$ cat src/rtl/hba_regs_pkg.sv
package hba_regs_pkg;
  localparam int REG_W  = 32;
  localparam int STRB_W = REG_W / 8;

  // word indices (byte offset / 4)
  localparam int W_CAP  = 'h00;
  localparam int W_GHC  = 'h01;
  localparam int W_IS   = 'h02;
  localparam int W_PI   = 'h03;
  localparam int W_VS   = 'h04;
  localparam int W_CLB  = 'h40;
  localparam int W_FB   = 'h42;
  localparam int W_PXIS = 'h44;

  localparam logic [REG_W-1:0] CAP_VAL = 32'h0024_0020;
  localparam logic [REG_W-1:0] PI_VAL  = 32'h0000_0001;
  localparam logic [REG_W-1:0] VS_VAL  = 32'h0001_0301;

  localparam logic [REG_W-1:0] GHC_AE_M  = 32'h8000_0000;
  localparam logic [REG_W-1:0] GHC_RW_M  = 32'h0000_0002;
  localparam logic [REG_W-1:0] GHC_RW1_M = 32'h0000_0001;

  localparam logic [REG_W-1:0] CLB_RW_M = 32'hFFFF_FC00;
  localparam logic [REG_W-1:0] FB_RW_M  = 32'hFFFF_FF00;

  localparam logic [REG_W-1:0] PXIS_RWC_M  = 32'hFD80_002F;
  localparam logic [REG_W-1:0] PXIS_IND_M  = 32'h0040_00D0;
  localparam logic [REG_W-1:0] PXIS_IMPL_M = PXIS_RWC_M | PXIS_IND_M;

  function automatic logic [REG_W-1:0] lane_mask(input logic [STRB_W-1:0] s);
    logic [REG_W-1:0] m;
    for (int k = 0; k < STRB_W; k++) m[8*k +: 8] = {8{s[k]}};
    return m;
  endfunction

  // merge one write into a word according to per-bit access type
  function automatic logic [REG_W-1:0] apply_wr(
    input logic [REG_W-1:0] old_v,
    input logic [REG_W-1:0] wd,
    input logic [REG_W-1:0] hit,
    input logic [REG_W-1:0] rw_m,
    input logic [REG_W-1:0] rwc_m,
    input logic [REG_W-1:0] rw1_m
  );
    logic [REG_W-1:0] r;
    r = (old_v & ~(hit & rw_m)) | (wd & hit & rw_m);
    r = r & ~(wd & hit & rwc_m);
    r = r | (wd & hit & rw1_m);
    return r;
  endfunction
endpackage

$ cat src/rtl/hba_ghc.sv
module hba_ghc
  import hba_regs_pkg::*;
#(
  parameter int NUM_PORTS = 1
) (
  input  logic             clk_i,
  input  logic             rst_ni,
  input  logic [REG_W-1:0] ctl_hit_i,
  input  logic [REG_W-1:0] is_hit_i,
  input  logic [REG_W-1:0] wd_i,
  input  logic             hr_done_i,
  input  logic [NUM_PORTS-1:0] port_pend_i,
  output logic [REG_W-1:0] ctl_o,
  output logic [REG_W-1:0] is_o,
  output logic             irq_o,
  output logic             hba_reset_o
);
  localparam logic [REG_W-1:0] IS_M =
    (NUM_PORTS >= REG_W) ? '1 : ((REG_W'(1) << NUM_PORTS) - REG_W'(1));

  logic [REG_W-1:0] ctl_q, ctl_n, is_q, is_n, pend_w;
  logic hr_set;

  always_comb begin
    pend_w = '0;
    pend_w[NUM_PORTS-1:0] = port_pend_i;
  end

  always_comb begin
    hr_set = ctl_hit_i[0] & wd_i[0];
    ctl_n  = apply_wr(ctl_q, wd_i, ctl_hit_i, GHC_RW_M, '0, GHC_RW1_M);
    // hardware clear of reset bit loses to a same-cycle software set
    ctl_n[0] = ctl_n[0] & ~(hr_done_i & ~hr_set);
    ctl_n  = ctl_n & (GHC_RW_M | GHC_RW1_M);
    is_n   = (apply_wr(is_q, wd_i, is_hit_i, '0, IS_M, '0) | pend_w) & IS_M;
  end

  always_ff @(posedge clk_i or negedge rst_ni) begin
    if (!rst_ni) begin
      ctl_q <= '0;
      is_q  <= '0;
    end else begin
      ctl_q <= ctl_n;
      is_q  <= is_n;
    end
  end

  assign ctl_o       = ctl_q | GHC_AE_M;
  assign is_o        = is_q;
  assign irq_o       = ctl_q[1] & (|is_q);
  assign hba_reset_o = ctl_q[0];
endmodule

$ cat src/rtl/hba_port.sv
module hba_port
  import hba_regs_pkg::*;
(
  input  logic             clk_i,
  input  logic             rst_ni,
  input  logic [REG_W-1:0] clb_hit_i,
  input  logic [REG_W-1:0] fb_hit_i,
  input  logic [REG_W-1:0] is_hit_i,
  input  logic [REG_W-1:0] wd_i,
  input  logic [REG_W-1:0] evt_i,
  input  logic [REG_W-1:0] ind_clr_i,
  output logic [REG_W-1:0] clb_o,
  output logic [REG_W-1:0] fb_o,
  output logic [REG_W-1:0] pxis_o
);
  logic [REG_W-1:0] clb_q, fb_q, pxis_q, pxis_n;

  always_comb begin
    pxis_n = apply_wr(pxis_q, wd_i, is_hit_i, '0, PXIS_RWC_M, '0);
    pxis_n = pxis_n & ~(ind_clr_i & PXIS_IND_M);
    pxis_n = pxis_n | (evt_i & PXIS_IMPL_M); // event set wins
  end

  always_ff @(posedge clk_i or negedge rst_ni) begin
    if (!rst_ni) begin
      clb_q  <= '0;
      fb_q   <= '0;
      pxis_q <= '0;
    end else begin
      clb_q  <= apply_wr(clb_q, wd_i, clb_hit_i, CLB_RW_M, '0, '0);
      fb_q   <= apply_wr(fb_q, wd_i, fb_hit_i, FB_RW_M, '0, '0);
      pxis_q <= pxis_n;
    end
  end

  assign clb_o  = clb_q;
  assign fb_o   = fb_q;
  assign pxis_o = pxis_q;
endmodule

$ cat src/rtl/hba_rd_mux.sv
module hba_rd_mux
  import hba_regs_pkg::*;
#(
  parameter int ADDR_W = 7
) (
  input  logic              clk_i,
  input  logic              rst_ni,
  input  logic              rd_en_i,
  input  logic [ADDR_W-1:0] rd_addr_i,
  input  logic [REG_W-1:0]  ctl_i,
  input  logic [REG_W-1:0]  is_i,
  input  logic [REG_W-1:0]  clb_i,
  input  logic [REG_W-1:0]  fb_i,
  input  logic [REG_W-1:0]  pxis_i,
  output logic [REG_W-1:0]  rd_data_o,
  output logic              rd_valid_o
);
  logic [REG_W-1:0] sel;

  always_comb begin
    case (rd_addr_i)
      ADDR_W'(W_CAP):  sel = CAP_VAL;
      ADDR_W'(W_GHC):  sel = ctl_i;
      ADDR_W'(W_IS):   sel = is_i;
      ADDR_W'(W_PI):   sel = PI_VAL;
      ADDR_W'(W_VS):   sel = VS_VAL;
      ADDR_W'(W_CLB):  sel = clb_i;
      ADDR_W'(W_FB):   sel = fb_i;
      ADDR_W'(W_PXIS): sel = pxis_i;
      default:         sel = '0;
    endcase
  end

  always_ff @(posedge clk_i or negedge rst_ni) begin
    if (!rst_ni) begin
      rd_data_o  <= '0;
      rd_valid_o <= 1'b0;
    end else begin
      rd_valid_o <= rd_en_i;
      if (rd_en_i) rd_data_o <= sel;
    end
  end
endmodule

$ cat src/rtl/hba_regfile.sv
module hba_regfile
  import hba_regs_pkg::*;
#(
  parameter int ADDR_W = 7
) (
  input  logic              clk_i,
  input  logic              rst_ni,
  input  logic              wr_en_i,
  input  logic [ADDR_W-1:0] wr_addr_i,
  input  logic [31:0]       wr_data_i,
  input  logic [3:0]        wr_strb_i,
  input  logic              rd_en_i,
  input  logic [ADDR_W-1:0] rd_addr_i,
  output logic [31:0]       rd_data_o,
  output logic              rd_valid_o,
  input  logic [31:0]       port_evt_i,
  input  logic [31:0]       ind_clr_i,
  input  logic              hr_done_i,
  output logic              irq_o,
  output logic              hba_reset_o,
  output logic [31:0]       clb_o,
  output logic [31:0]       fb_o
);
  localparam int NUM_PORTS = 1;

  logic [REG_W-1:0] lanes, ctl_w, is_w, pxis_w;
  logic [REG_W-1:0] ctl_hit, is_hit, clb_hit, fb_hit, pxis_hit;

  function automatic logic [REG_W-1:0] hit_for(input int idx);
    return (wr_en_i && wr_addr_i == ADDR_W'(idx)) ? lanes : '0;
  endfunction

  always_comb begin
    lanes    = lane_mask(wr_strb_i);
    ctl_hit  = hit_for(W_GHC);
    is_hit   = hit_for(W_IS);
    clb_hit  = hit_for(W_CLB);
    fb_hit   = hit_for(W_FB);
    pxis_hit = hit_for(W_PXIS);
  end

  hba_ghc #(.NUM_PORTS(NUM_PORTS)) u_ghc (
    .clk_i       (clk_i),
    .rst_ni      (rst_ni),
    .ctl_hit_i   (ctl_hit),
    .is_hit_i    (is_hit),
    .wd_i        (wr_data_i),
    .hr_done_i   (hr_done_i),
    .port_pend_i (|pxis_w),
    .ctl_o       (ctl_w),
    .is_o        (is_w),
    .irq_o       (irq_o),
    .hba_reset_o (hba_reset_o)
  );

  hba_port u_port (
    .clk_i     (clk_i),
    .rst_ni    (rst_ni),
    .clb_hit_i (clb_hit),
    .fb_hit_i  (fb_hit),
    .is_hit_i  (pxis_hit),
    .wd_i      (wr_data_i),
    .evt_i     (port_evt_i),
    .ind_clr_i (ind_clr_i),
    .clb_o     (clb_o),
    .fb_o      (fb_o),
    .pxis_o    (pxis_w)
  );

  hba_rd_mux #(.ADDR_W(ADDR_W)) u_rd (
    .clk_i      (clk_i),
    .rst_ni     (rst_ni),
    .rd_en_i    (rd_en_i),
    .rd_addr_i  (rd_addr_i),
    .ctl_i      (ctl_w),
    .is_i       (is_w),
    .clb_i      (clb_o),
    .fb_i       (fb_o),
    .pxis_i     (pxis_w),
    .rd_data_o  (rd_data_o),
    .rd_valid_o (rd_valid_o)
  );
endmodule

$ cat config.mk
export PLATFORM = sky130hd
export DESIGN_NAME = hba_regfile
export DESIGN_NICKNAME = d
export VERILOG_FILES = /design/src/rtl/hba_regs_pkg.sv /design/src/rtl/hba_ghc.sv /design/src/rtl/hba_port.sv /design/src/rtl/hba_rd_mux.sv /design/src/rtl/hba_regfile.sv
export SDC_FILE = /design/constraint.sdc
export NUM_CORES = 1
export LEC_CHECK = 0
export BUFFER_PORTS_ARGS = -buffer_cell sky130_fd_sc_hd__buf_4
export CAP_MARGIN = 40
export CORE_UTILIZATION = 45
export CTS_BUF_LIST = sky130_fd_sc_hd__clkbuf_4 sky130_fd_sc_hd__clkbuf_8
export DETAILED_ROUTE_END_ITERATION = 10
export GPL_TIMING_DRIVEN = 1
export HOLD_SLACK_MARGIN = 0.15
export PLACE_DENSITY_LB_ADDON = 0.15
export SLEW_MARGIN = 20
export SYNTH_ARGS = -nofsm -noshare
export SYNTH_HDL_FRONTEND = slang
export SYNTH_SLANG_ARGS = --single-unit
export TNS_END_PERCENT = 100
$ cat constraint.sdc
create_clock -name clk_i -period 2.4 [get_ports clk_i]
set_input_delay 0.36 -clock clk_i [delete_from_list [all_inputs] [get_ports clk_i]]
set_output_delay 0.36 -clock clk_i [all_outputs]
set_load 0.01 [all_outputs]
==> results of run 1 <==
==> through the flow <==
step | cells | utilization (%) | worst slack, ps
floorplan | 374 | - | 758.5
global placement | 638 | 59.25 | 164.5
detailed placement | 638 | 59.25 | 147.7
CTS | 654 | 61.28 | 532.3
global route | 655 | 61.38 | 461.9
finish | 655 | 61.38 | 572.5
==> area by class of cell <==
class	count	share of cell area, %
timing repair buffer	166	21.26
multi-input combinational	230	30.37
clock buffer	10	2.210
clock inverter	5	0.9261
inverter	12	0.7577
tap	133	2.799
sequential	99	41.68
==> metal layers <==
metal,global-route usage (%),up-vias,routed length (um)
li1,-,1612,-
met1,31.08,1732,4935
met2,37.27,130,5587
met3,4.969,5,752
met4,6.132,0,54
met5,0,-,0
==> how the worst min path moves through the flow <==
stage | depth (start not counted) | to | slack [ps] | start
floorplan | 0 | async pin | 60 | rst_ni
global placement | 1 | async pin | 310 | rst_ni
detailed placement | 1 | async pin | 320 | rst_ni
CTS | 2 | u_ghc.ctl_q[0]$_DFF_PN0_ | 160 | hr_done_i
global route | 2 | u_port.pxis_o[22]$_DFF_PN0_ | 160 | port_evt_i[22]
finish | 2 | u_port.pxis_o[5]$_DFF_PN0_ | 170 | port_evt_i[5]
==> Yosys cell counts, drive strengths merged <==
master   instances
o2111ai          2
o2bb2ai         25
nand3           15
nor2b            1
nand2           15
o21ai            6
buf             25
a31oi            1
o22ai            1
clkbuf           8
nor4             6
nor4b            4
nor3            15
a22o             5
inv             12
a21oi           11
or4b             1
a22oi           11
a32oi            1
o211ai           1
and3             2
mux2            47
nor2             7
dfrtp           99
nand4            1
mux2i            9
a21o            17
conb             1
nand4bb          1
and2             1
nand2b           3
or4              3
==> report_power, final <==
part | switching [mW] | internal, mW
sequential | 0.0367 | 1.71
clock | 0.555 | 0.485
combinational | 0.181 | 0.182
total | 0.773 | 2.38
==> cell usage in the layout (no fill, tap or decap), types with 4 or more instances in the layout <==
master / netlist / layout
sky130_fd_sc_hd__nand3_1: 15 / 15
sky130_fd_sc_hd__buf_4: 18 / 163
sky130_fd_sc_hd__a21o_1: 17 / 17
sky130_fd_sc_hd__nor4b_1: 4 / 4
sky130_fd_sc_hd__mux2i_1: 9 / 9
sky130_fd_sc_hd__o21ai_0: 6 / 6
sky130_fd_sc_hd__a22oi_1: 11 / 11
sky130_fd_sc_hd__nor2_1: 6 / 6
sky130_fd_sc_hd__inv_1: 12 / 12
sky130_fd_sc_hd__mux2_2: 47 / 47
sky130_fd_sc_hd__o2bb2ai_1: 17 / 17
sky130_fd_sc_hd__a22o_1: 5 / 5
sky130_fd_sc_hd__clkbuf_8: 0 / 9
sky130_fd_sc_hd__o2bb2ai_2: 8 / 8
sky130_fd_sc_hd__a21oi_1: 11 / 11
sky130_fd_sc_hd__conb_1: 1 / 18
sky130_fd_sc_hd__nor3_1: 12 / 12
sky130_fd_sc_hd__nand2_1: 12 / 12
sky130_fd_sc_hd__dfrtp_1: 99 / 99
sky130_fd_sc_hd__nor4_1: 5 / 4
==> worst max-delay path: cells and delay by family <==
family | cells | cell delay [ps]
buffers and inverters | 1 | 120
multiplexers | 1 | 370
AND/OR/NAND/NOR | 3 | 1200
==> cells by family (layout without fill, tap and decap cells) <==
| group | Yosys count | after routing | share of synthesized area, % |
|---|---|---|---|
| flip-flops | 99 | 99 | 55.42 |
| AO/OA/AOI/OAI | 81 | 81 | 14.64 |
| AND/OR/NAND/NOR | 75 | 75 | 10.24 |
| multiplexers | 56 | 56 | 13.85 |
| buffers and inverters | 45 | 193 | 5.765 |
| other | 1 | 18 | 0.08388 |
==> run summary, run 1 <==
The element type at the critical path start is an input port. The net count of the finished layout is 637. The root buffer cell chosen for the clock tree is sky130_fd_sc_hd__clkbuf_8.

Traced cell by cell, the critical path runs through buf_4 -> or4_1 -> nor2_1 -> nand2_1 -> mux2_2. The post-synthesis to final-layout area growth is 32.97%. The final number of hold-violating endpoints was 0. The run finished with clean final reports. The total count of max-transition violations in the final report came out at 0. The die width is 101.7 um. The origin of the critical flop-to-flop path is u_port.pxis_o[5]$_DFF_PN0_. The via count of the first global-routing pass came out at 3388. At the worst endpoint, the required time is 2640 ps.

The combined area of all synthesized cells is 0.004471 mm^2. In this run the worst hold path is classified as input port to flop. The peak ir drop on the vdd network came out at 0.2548 mV. The most critical setup path has its startpoint at wr_addr_i[0]. The number of iterations in the first detailed-routing pass is 5.

Of all nets on the critical path, the largest fanout is 8. The area of all sequential standard cells came out at 0.002477 mm^2. In this run, the number of DRC markers left after iteration 0 of detailed routing was 101. The clock transition at the registers of the reported paths came out at 90 ps. The initial antenna violation count is 0. For this block, the routed nets add up to 11330 um of wire. The final critical-path share of the clock period is 76.15%.

The area share of the leading cell type in the synthesized netlist is 55.42%. The leakage power of the design is 2.875 nW. The global-route usage over all layers is 22.91%.

The total of warnings raised by yosys came out at 0. Hold is met by 173.2 ps. The post-cts hold buffer count came out at 1. The count of nets left with antenna violations once routing finished came out at 0.

The data arrival at the endpoint of the critical path came out at 2070 ps. The first-pass GRT wire length came out at 17760 um. For the finished layout, the period the worst path requires is 1828 ps.

The sequential share of the synthesized area is 55.42%. Setup repair after global routing left no endpoint under its margin. The number of max-cap violations is 0. The top-level I/O count came out at 218. The headroom to the max-slew limit came out at 64.98%. The number of register bits inferred by synthesis came out at 99. The final routed DRC violation total is 0. The share of layout cells above drive strength 1 came out at 46.55%. The total power after layout came out at 3.151 mW. For the final database, setup skew stands at 10.55 ps. The capture instance of the worst register-to-register path is u_ghc.is_o[0]$_DFF_PN0_.

The depth of the worst register-to-register path is 4. The insertion delay to the later sink of the worst-skew pair came out at 360 ps. Counting every instance in the synthesized netlist gives 357. The total negative setup slack is 0 ps. At the pin with the least slew margin, the transition time is 523.6 ps. The routability-driven placement congestion ratio came out at 0.7688. Summed over all nets, the half-perimeter wirelength after detailed placement is 8311 um.

The TritonCTS sink count is 99. The die covers 0.01034 mm^2. The via count of the routed design is 3479.

On the critical path, the stage with the largest delay is an instance of sky130_fd_sc_hd__or4_1. The post-synthesis area per instance came out at 12.52 um^2. The die is 101.7 um tall. Once the floorplan was initialized, standard cells occupied 46.16% of the core. After global routing the overflow that remains totals 0. The number of buffers inserted by post-CTS setup repair came out at 0.

The number of levels the H-tree was split into is 3. The post-cts resize count came out at 0. The critical path is of the input port to flop type. The top cell type by total area after synthesis is sky130_fd_sc_hd__dfrtp_1. The mean routed wirelength per cell came out at 17.30 um. The clock buffer count from CTS is 9. The delay of the slowest cell on the worst path came out at 500 ps. The via density per instance came out at 5.311. The cell area after placement came out at 0.005738 mm^2. The final design area excluding fillers came out at 0.005944 mm^2. The count of input and output buffers came out at 153. The highest achievable clock rate came out at 547.2 MHz. By area the synthesized netlist is led by sky130_fd_sc_hd__dfrtp_1 55%, sky130_fd_sc_hd__mux2_2 12%, sky130_fd_sc_hd__o2bb2ai_1 3.3%.

The number of fill cells came out at 813. The number of unique standard cell types used by synthesis came out at 39. The number of placement rows came out at 36.

The buffer depth of the longest clock path is 2. The placeable core region is 0.009684 mm^2. The total inserted antenna cells came out at 0. The setup slack on the worst flop-to-flop path came out at 890 ps. The endpoint class of the critical path is a flop. The final number of setup-violating endpoints came out at 0. The power per cell area came out at 530.1 mW/mm^2. The footprint of the multi-input gates came out at 0.001805 mm^2. The pin count of the biggest net entering global routing is 47. The TritonCTS clock tree is done.
Power figures use the tool's default switching activity.
==> inputs of run 2 (changes only) <==
- ABC_AREA: unset -> 1
- clock period: 2.4 -> 1.83 ns (I/O delays scaled with it)
==> run 2 against run 1 <==
Net effect: non-clock buffer count is 30 higher; cell count is 36% higher; combinational power is 50% higher; synthesized cell count is 59% higher; via count is 23% higher; power is 33% higher; clock skew is 2.7 ps lower; area after synthesis is 4.6% higher; sequential power is 31% higher; largest cell class unchanged.
==> run summary, run 2 <==
The first-pass GRT wire length was 21100 um (was 17760 um). The net count of the finished layout came out at 874 (was 637). The sequential share of the synthesized area is 52.97% (was 55.42%). The slowest library cell on the worst path was sky130_fd_sc_hd__dlygate4sd3_1 (was sky130_fd_sc_hd__or4_1). The total of warnings raised by yosys is 0 (unchanged). The total detailed-routing wirelength came out at 12670 um (was 11330 um).

The number of buffers inserted by post-CTS setup repair is 0 (unchanged). The total buffers and inverters traversed by the critical path was 2 (was 1). The combined area of all synthesized cells is 0.004677 mm^2 (was 0.004471 mm^2).

The number of unique standard cell types used by synthesis came out at 29 (was 39). The peak ir drop on the vdd network is 0.3704 mV (was 0.2548 mV). The number of levels the H-tree was split into was 3 (unchanged). The insertion delay to the later sink of the worst-skew pair came out at 370 ps (was 360 ps). The pre-CTS worst setup slack is 181.4 ps (was 147.7 ps).

Commonest cells after routing, fill and taps aside: 229 x sky130_fd_sc_hd__nand2_1, 165 x sky130_fd_sc_hd__buf_4, 99 x sky130_fd_sc_hd__dfrtp_1 (was 163 x sky130_fd_sc_hd__buf_4, 99 x sky130_fd_sc_hd__dfrtp_1, 47 x sky130_fd_sc_hd__mux2_2). The routability-driven placement congestion ratio came out at 0.8199 (was 0.7688). Leading post-synthesis cells by cell area: sky130_fd_sc_hd__dfrtp_1 53%, sky130_fd_sc_hd__nand2_1 18%, sky130_fd_sc_hd__inv_1 4.4% (was sky130_fd_sc_hd__dfrtp_1 55%, sky130_fd_sc_hd__mux2_2 12%, sky130_fd_sc_hd__o2bb2ai_1 3.3%). The global-route usage over all layers is 24.78% (was 22.91%). The post-synthesis to final-layout area growth came out at 37.53% (was 32.97%).

Run status: finished clean (unchanged). The area share of the leading cell type in the synthesized netlist is 52.97% (was 55.42%). The initial core utilization is 47.20% (was 46.16%). The most common library cell in the layout ignoring fill and taps is sky130_fd_sc_hd__nand2_1 (was sky130_fd_sc_hd__buf_4).

The setup skew after layout came out at 7.879 ps (was 10.55 ps). The die width came out at 103.9 um (was 101.7 um). The iteration-0 DRC count of the detailed router is 142 (was 101). The most used standard cell by instance count after synthesis is sky130_fd_sc_hd__nand2_1 (was sky130_fd_sc_hd__dfrtp_1). Setup repair after global routing missed its margin: false (unchanged). The clock buffer count from CTS is 9 (unchanged). The via density per instance is 4.777 (was 5.311). The count of input and output buffers is 153 (unchanged).

The worst endpoint required time came to 2080 ps (was 2640 ps). The cell depth of the worst hold path is 3 (was 2). The clock transition at the registers of the reported paths came out at 90 ps (about the same). The adder and majority cell fraction of the synthesized area was 0% (unchanged).

The fraction of the mapped netlist area in compound gates came out at 9.818% (was 14.64%). Top post-synthesis cells by count: 230 x sky130_fd_sc_hd__nand2_1, 99 x sky130_fd_sc_hd__dfrtp_1, 55 x sky130_fd_sc_hd__inv_1 (was 99 x sky130_fd_sc_hd__dfrtp_1, 47 x sky130_fd_sc_hd__mux2_2, 18 x sky130_fd_sc_hd__buf_4). The mean routed wirelength per cell is 14.19 um (was 17.30 um). The final number of hold-violating endpoints is 0 (unchanged). The delay of the slowest cell on the worst path came to 560 ps (was 500 ps). The element type at the critical path start was an input port (unchanged). The number of iterations in the first detailed-routing pass is 5 (unchanged).

The share of layout cells above drive strength 1 came out at 29.87% (was 46.55%). The TritonCTS clock tree is done (unchanged). The most used flip-flop cell after synthesis is sky130_fd_sc_hd__dfrtp_1 (unchanged). The die area is 0.01080 mm^2 (was 0.01034 mm^2). The simple logic cell fraction of the synthesized area was 27.34% (was 10.24%). The post-synthesis share of cell area spent on xor and xnor gates is 0% (unchanged). The fraction of registers with async set or reset after synthesis came out at 100.0% (unchanged). The post-route core utilization is 64.91% (was 61.38%). The transition at the pin with the smallest max-transition slack came out at 528.7 ps (was 523.6 ps). The worst-case hold slack came out at 160.9 ps (was 173.2 ps).

The via count of the routed design was 4266 (was 3479). The total negative setup slack is 0 ps (unchanged). The final routed DRC violation total came out at 0 (unchanged). The final design area excluding fillers is 0.006432 mm^2 (was 0.005944 mm^2). The endpoint class of the critical path is a flop (unchanged). The count of non-filler cells in the finished layout came out at 893 (was 655). The headroom to the max-slew limit is 64.70% (was 64.98%). The proportion of synthesized area in mux cells came out at 0% (was 13.85%).

The total power after layout is 4.181 mW (was 3.151 mW). The combinational family with the most area after synthesis is simple AND/OR/NAND/NOR gates (was compound AO/OA/AOI/OAI gates). The number of enable flip-flop cells after synthesis is 0 (unchanged). The data arrival at the endpoint of the critical path is 1890 ps (was 2070 ps). The cell area after placement is 0.005938 mm^2 (was 0.005738 mm^2). The worst setup slack after layout is 192.1 ps (was 572.5 ps).

The HPWL after detailed placement is 8854 um (was 8311 um). The post-route minimum period came out at 1638 ps. The post-synthesis area per instance came out at 8.249 um^2 (was 12.52 um^2). The final critical-path share of the clock period is 89.50%.

The via count of the first global-routing pass came out at 4179 (was 3388). The remaining number of nets flagged by the antenna check after routing is 0 (unchanged). The leakage power of the design came out at 3.570 nW (was 2.875 nW). The top-level I/O count is 218 (unchanged).

The root buffer cell is sky130_fd_sc_hd__clkbuf_8 (unchanged). The die height came to 103.9 um (was 101.7 um). The critical path's top delay family is simple AND/OR/NAND/NOR gates (unchanged).

The total overflow reported by the global router came out at 0 (unchanged). The depth of the worst register-to-register path came out at 3 (was 4). The total count of max-transition violations in the final report is 0 (unchanged).

The buffer depth of the longest clock path came out at 2 (unchanged). The power per cell area came to 650.0 mW/mm^2 (was 530.1 mW/mm^2). The number of register bits inferred by synthesis was 99 (unchanged). The path type of the worst setup path was input port to flop (unchanged).

The placed instance count was 847 (was 638). The number of max-cap violations is 0 (unchanged). The critical path depth is 10 (was 5).

The pin count of the biggest net entering global routing came out at 45 (was 47). The highest achievable clock rate came out at 610.5 MHz. The total inserted antenna cells is 0 (unchanged). The number of instances in the synthesized netlist came out at 567 (was 357).

The worst hold-check path type is input port to flop (unchanged). The final number of setup-violating endpoints came out at 0 (unchanged). The TritonCTS sink count is 99 (unchanged).

The top cell type by total area after synthesis is sky130_fd_sc_hd__dfrtp_1 (unchanged). The number of placement rows is 36 (unchanged). The placeable core region came out at 0.009910 mm^2 (was 0.009684 mm^2). CP cell instances: buf_4 -> nor2_2 -> nand2_2 -> nor2_2 -> nand2_2 -> nor2_2 -> nand2_1 -> nand2_1 -> nand2_1 -> dlygate4sd3_1 (was buf_4 -> or4_1 -> nor2_1 -> nand2_1 -> mux2_2).

The largest fanout on the critical path is 4 (was 8). The initial antenna violation count came out at 0 (unchanged).
-- run 2: path summary, 6_finish.rpt --
kind,startpoint,end,slack [ps]
setup reg to reg,u_port.pxis_o[3]$_DFF_PN0_,u_port.pxis_o[3]$_DFF_PN0_,590
hold reg to reg,u_rd.rd_data_o[29]$_DFFE_PN0P_,u_rd.rd_data_o[29]$_DFFE_PN0P_,480
min in group asynchronous,rst_ni,u_rd.rd_data_o[4]$_DFFE_PN0P_,400
max in group asynchronous,rst_ni,async pin,760
setup / recovery,wr_addr_i[5],u_port.pxis_o[3]$_DFF_PN0_,190
hold / removal,wr_data_i[9],flop,160
-- run 2: where the power goes --
group	switching (mW)	total, mW	internal (mW)
clock	0.728	1.34	0.612
combinational	0.278	0.544	0.266
sequential	0.0510	2.30	2.25
-- run 2: cell families after synthesis --
family,after synthesis
flip-flops,99
AND/OR/NAND/NOR,304
AO/OA/AOI/OAI,68
other,1
buffers and inverters,95
-- run 2: layout make-up --
type / count / area [um^2]
inverter: 59 / 221.5
sequential: 99 / 2477
fill: 875 / 3477
clock inverter: 2 / 10.01
timing repair buffer: 196 / 1559
multi-input combinational: 390 / 1824
tap: 133 / 166.4
clock buffer: 14 / 173.9
-- run 2: tightest hold or removal path: cells and delay by family --
family / cells / cell delay [ps]
buffers and inverters: 1 / 80
AND/OR/NAND/NOR: 2 / 140
-- run 2: what timing repair did --
item | 4_1_cts | 5_1_grt
resized for setup | 0 | 4
hold endpoints to repair | 52 | 0
hold buffers | 30 | 0
endpoints found under the setup margin | 0 | 5
-- run 2: per-layer routing --
| layer | track usage (%) | share of wire, % |
|---|---|---|
| met4 | 8.469 | 1.8 |
| met2 | 42.10 | 49 |
| met1 | 32.43 | 43 |
| met3 | 3.634 | 5.5 |
| met5 | 0 | 0 |
